[src/rtl/rsc_pkg.sv]
package rsc_pkg;

  localparam int REG_W    = 32;
  localparam int B_POR    = 31;
  localparam int B_SWPOR  = 30;
  localparam int B_SWXIR  = 29;
  localparam int B_BTNPOR = 28;
  localparam int B_BTNXIR = 27;

  localparam logic [REG_W-1:0] ONE = REG_W'(1);
  localparam logic [REG_W-1:0] W1C_MASK  = (ONE << B_POR) | (ONE << B_BTNPOR) | (ONE << B_BTNXIR);
  localparam logic [REG_W-1:0] SET_MASK  = (ONE << B_SWPOR) | (ONE << B_SWXIR);
  localparam logic [REG_W-1:0] LIVE_MASK = W1C_MASK | SET_MASK;
  localparam logic [REG_W-1:0] POR_VALUE = ONE << B_POR;

  typedef struct packed {
    logic por;
    logic xir;
  } rsc_req_t;

  // Next register value for an accepted write plus button events.
  function automatic logic [REG_W-1:0] rsc_apply(
    input logic [REG_W-1:0] cur,
    input logic             wen,
    input logic [REG_W-1:0] wdata,
    input logic             bp,
    input logic             bx
  );
    logic [REG_W-1:0] n;
    n = cur;
    if (wen) n = (n & ~(wdata & W1C_MASK)) | (wdata & SET_MASK);
    if (bp)  n[B_BTNPOR] = 1'b1;
    if (bx)  n[B_BTNXIR] = 1'b1;
    return n & LIVE_MASK;
  endfunction

  // Kind of reset requested by a write; power-on style has priority.
  function automatic rsc_req_t rsc_decode(
    input logic             wen,
    input logic [REG_W-1:0] wdata
  );
    rsc_req_t r;
    r.por = wen & wdata[B_SWPOR];
    r.xir = wen & ~wdata[B_SWPOR] & wdata[B_SWXIR];
    return r;
  endfunction

endpackage

[src/rtl/rsc_wr_decode.sv]
module rsc_wr_decode
  import rsc_pkg::*;
(
  input  logic             wr_en,
  input  logic [REG_W-1:0] wr_data,
  input  logic             btn_por,
  input  logic             btn_xir,
  input  logic             blocked,
  output logic             wr_accept,
  output logic [REG_W-1:0] clr_mask,
  output logic [REG_W-1:0] set_mask,
  output rsc_req_t         trig
);

  logic [REG_W-1:0] hw_set;

  always_comb begin
    wr_accept = wr_en & ~blocked;
    hw_set    = '0;
    hw_set[B_BTNPOR] = btn_por & ~blocked;
    hw_set[B_BTNXIR] = btn_xir & ~blocked;
    clr_mask  = wr_accept ? (wr_data & W1C_MASK) : '0;
    set_mask  = (wr_accept ? (wr_data & SET_MASK) : '0) | hw_set;
    trig      = rsc_decode(wr_accept, wr_data);
  end

endmodule

[src/rtl/rsc_status_reg.sv]
module rsc_status_reg
  import rsc_pkg::*;
(
  input  logic             clk,
  input  logic             pwr_up,
  input  logic             sys_rst,
  input  logic [REG_W-1:0] clr_mask,
  input  logic [REG_W-1:0] set_mask,
  output logic             por_load,
  output logic [REG_W-1:0] q
);

  logic armed;

  assign por_load = sys_rst & armed & ~pwr_up;

  always_ff @(posedge clk) begin
    if (pwr_up)       armed <= 1'b1;
    else if (sys_rst) armed <= 1'b0;
  end

  for (genvar i = 0; i < REG_W; i++) begin : g_bit
    if (LIVE_MASK[i]) begin : g_live
      always_ff @(posedge clk) begin
        if (pwr_up)        q[i] <= 1'b0;
        else if (por_load) q[i] <= POR_VALUE[i];
        else if (!sys_rst) q[i] <= (q[i] & ~clr_mask[i]) | set_mask[i];
      end
    end else begin : g_rsvd
      assign q[i] = 1'b0;
    end
  end

endmodule

[src/rtl/rsc_req_pulse.sv]
module rsc_req_pulse
  import rsc_pkg::*;
(
  input  logic     clk,
  input  logic     pwr_up,
  input  logic     sys_rst,
  input  rsc_req_t trig,
  output rsc_req_t req
);

  always_ff @(posedge clk) begin
    if (pwr_up || sys_rst) req <= '0;
    else                   req <= trig;
  end

endmodule

[src/rtl/rst_cause_reg.sv]
module rst_cause_reg
  import rsc_pkg::*;
(
  input  logic             clk,
  input  logic             pwr_up,
  input  logic             sys_rst,
  input  logic             wr_en,
  input  logic [REG_W-1:0] wr_data,
  output logic [REG_W-1:0] rd_data,
  input  logic             btn_por,
  input  logic             btn_xir,
  output logic             req_por,
  output logic             req_xir
);

  logic             wr_accept;
  logic             por_load;
  logic [REG_W-1:0] clr_mask;
  logic [REG_W-1:0] set_mask;
  rsc_req_t         trig;
  rsc_req_t         req;

  rsc_wr_decode u_dec (
    .wr_en     (wr_en),
    .wr_data   (wr_data),
    .btn_por   (btn_por),
    .btn_xir   (btn_xir),
    .blocked   (sys_rst | pwr_up),
    .wr_accept (wr_accept),
    .clr_mask  (clr_mask),
    .set_mask  (set_mask),
    .trig      (trig)
  );

  rsc_status_reg u_stat (
    .clk      (clk),
    .pwr_up   (pwr_up),
    .sys_rst  (sys_rst),
    .clr_mask (clr_mask),
    .set_mask (set_mask),
    .por_load (por_load),
    .q        (rd_data)
  );

  rsc_req_pulse u_req (
    .clk     (clk),
    .pwr_up  (pwr_up),
    .sys_rst (sys_rst),
    .trig    (trig),
    .req     (req)
  );

  assign req_por = req.por;
  assign req_xir = req.xir;

endmodule

[config.mk]
export PLATFORM = sky130hd
export DESIGN_NAME = rst_cause_reg
export DESIGN_NICKNAME = d
export VERILOG_FILES = /design/src/rtl/rsc_pkg.sv /design/src/rtl/rsc_wr_decode.sv /design/src/rtl/rsc_status_reg.sv /design/src/rtl/rsc_req_pulse.sv /design/src/rtl/rst_cause_reg.sv
export SDC_FILE = /design/constraint.sdc
export NUM_CORES = 1
export LEC_CHECK = 0
export BUFFER_PORTS_ARGS = -buffer_cell sky130_fd_sc_hd__buf_4
export CAP_MARGIN = 25
export CELL_PAD_IN_SITES_DETAIL_PLACEMENT = 1
export CELL_PAD_IN_SITES_GLOBAL_PLACEMENT = 2
export CORE_MARGIN = 2
export CORE_UTILIZATION = 14
export CTS_BUF_LIST = sky130_fd_sc_hd__clkbuf_8
export CTS_CLUSTER_DIAMETER = 120
export DETAILED_ROUTE_END_ITERATION = 10
export GPL_TIMING_DRIVEN = 0
export PLACE_DENSITY = 0.87
export SYNTH_ARGS = -nofsm -noshare
export SYNTH_HDL_FRONTEND = slang
export SYNTH_SLANG_ARGS = --single-unit
export TNS_END_PERCENT = 30
[constraint.sdc]
create_clock -name clk -period 1.4 [get_ports clk]
set_input_delay 0.07 -clock clk [delete_from_list [all_inputs] [get_ports clk]]
set_output_delay 0.07 -clock clk [all_outputs]
set_load 0.05 [all_outputs]
==> run summary <==
status = finished clean
post-synth cell types = 16
R2R Path End = u_stat.q[27]
CP peak stage delay = 350 ps
I/O Buffers = 17
IO Count = 72
n_diodes = 0
First DRT Iteration DRCs = 4
TritonCTS Buffers = 3
Vias = 466
Final Setup Violations = 0
clock latency on the worst-skew pair = 230 ps
CP max-delay cell = dfxtp_1
Req. time, crit path = 1330 ps
Nets = 145
crit-path cells = buf_4
vias in the first global route = 500
Worst R2R Setup Slack = 560 ps
Period minus WS final = 866 ps
FF-to-FF Start = u_stat.q[27]
initial antenna violation count = 0
HP Class = in -> reg
Sw Pwr = 0.324 mW
die width = 64.5 microns
antenna-violating nets left = 0
GRT Residual Overflow = 0
Pins Over Slew Limit = 0
Overall Global Routing Usage = 6.78%
number of vias per cell = 3.09
gpl congestion = 0.718
Worst-path clk slew = 40 ps
deepest clock path buffer count = 2
Site Rows = 21
WP data arrival = 800 ps
Synth area leader = buf_4
final wirelength = 1290 microns
CTS root buf = clkbuf_8
Tcrit/Tclk final = 61.9%
Hold Crit Endpoint = u_stat.q[31]
sequential share of power = 29.3%
final hold viol count = 0
post-route total power = 0.847 mW
family with the most delay on the worst path = flip-flops
clock group share of total power = 32.6%
Wirelength per Cell = 8.55 microns
flops & latches, synth = 8
drt drc = 0
hold wc startpoint = pwr_up
largest net degree at the start of global routing = 9
CTS tree = yes
Synthesis Warnings = 0
Mapped Cells = 59
Final TNS setup = 0 ps
post-synth top area share = 39.5%
post-DP HPWL = 1130 microns
Crit. End Element = primary output
WHS Path Cells = 2
die area = 4160 sq um
first-pass GRT wire length = 2030 microns
Max Clock Skew = 2.12 ps
Setup CP Type = reg -> out
PD cells = 1010 nW/um^2
top area cells in the synthesized netlist = buf_4 (40%), dfxtp_1 (31%), a21oi_1 (4.9%)
Initial Utilization = 15.0%
CP bufs+invs = 1
maximum clock frequency = 1150 MHz
Post-CTS Repair Setup Buffers = 0
sequential area share after synthesis = 31.2%
combinational share of power = 38.1%
Hold-fix buffers, CTS = 0
max_cap viols = 0
leakage power = 0.468 nW
layout cells sized above 1 = 47.6%
Peak VDD IR = 0.155 mV
post-CTS sizing = 0
chip height = 64.5 microns
drt first pass iters = 4
Layout area overhead = 63.2%
worst-path fanout max = 3
Mapped Avg Cell Area = 8.69 sq um
Num Clock Sinks = 8
H-tree depth = 1
area of the core = 3420 sq um
Switching Fraction = 38.3%
R2R depth = 3
RSZ-0062 raised after global routing = false
mapped cell area = 513 sq um
Worst setup SP type = register
Internal = 0.522 mW
## layer usage
layer | vias up | wire length (microns) | global-route usage (%)
li1 | 231 | - | -
met1 | 215 | 340 | 4.21
met2 | 17 | 826 | 14.6
met3 | 3 | 97 | 3.30
met4 | 0 | 27 | 3.99
met5 | - | 0 | 0
## cell families (layout without fill, tap and decap cells)
group           Yosys count  in the layout  synth area share [%]
compound gates           13             13                  17.8
buf+inv                  28             48                  40.2
flops                     8              8                  31.2
other cells               1             27                 0.731
simple gates              9              9                  10.0
## power by group through the flow
stage          clock network [mW]  logic (mW)  registers (mW)
3_3_place_gp                    0       0.315           0.251
6_report                    0.276       0.323           0.248
4_1_cts                     0.284       0.320           0.248
3_5_place_dp                    0       0.320           0.251
2_1_floorplan                   0       0.240           0.280
5_1_grt                     0.296       0.339           0.249
## state kept, by name, indices dropped and copies added (netlist names)
signal        cells
u_req.req         2
u_stat.q          5
u_stat.armed      1
## cell type report
type                       count  area [sq um]
inverter                       1          3.75
sequential                     8           160
fill                         434          2580
timing repair buffer          17           128
buffer                        27           203
multi-input combinational     49           244
tap                           46          57.6
clock buffer                   3          41.3
## how the worst max path moves through the flow
stage	depth (start not counted)	start	endpoint	slack (ps)
6_report	1	u_stat.q[31]	rd_data[31]	530
5_1_grt	3	u_stat.q[27]	u_stat.q[27]	500
4_1_cts	1	u_stat.q[29]	rd_data[29]	530
3_5_place_dp	3	u_stat.q[27]	u_stat.q[27]	570
3_3_place_gp	3	u_stat.q[27]	u_stat.q[27]	620
2_1_floorplan	3	u_stat.q[27]	u_stat.q[27]	290
## layout by cell type (no fill, tap or decap)
master,netlist,final
a2bb2oi_1,1,1
conb_1,1,27
nand2_1,4,4
o21bai_1,1,1
a21boi_1,2,2
and4b_1,1,1
clkbuf_8,0,3
o21bai_2,2,2
o21ai_0,1,1
a21oi_1,5,5
buf_4,27,44
inv_1,1,1
o21a_1,1,1
and3_4,1,1
nor2_1,2,2
and2b_1,1,1
dfxtp_1,8,8
## per-stage QoR
| stage | instance area (sq um) | hold WS (ps) | std cells | setup WS (ps) | util [%] |
|---|---|---|---|---|---|
| 2_1_floorplan | 611 | 139 | 85 | 289 | - |
| 3_3_place_gp | 796 | 287 | 148 | 620 | 23.3 |
| 3_5_place_dp | 796 | 295 | 148 | 571 | 23.3 |
| 4_1_cts | 837 | 54.7 | 151 | 530 | 24.5 |
| 5_1_grt | 837 | 59.9 | 151 | 496 | 24.5 |
| 6_report | 837 | 54.9 | 151 | 534 | 24.5 |
## Yosys cell counts
cell type and count:
and2b_1 1, conb_1 1, nand2_1 4, buf_4 27, nor2_1 2, a21oi_1 5
o21ai_0 1, and3_4 1, o21bai_1 1, o21a_1 1, inv_1 1, a21boi_1 2
o21bai_2 2, a2bb2oi_1 1, and4b_1 1, dfxtp_1 8
(Power assumes the default switching activity.)
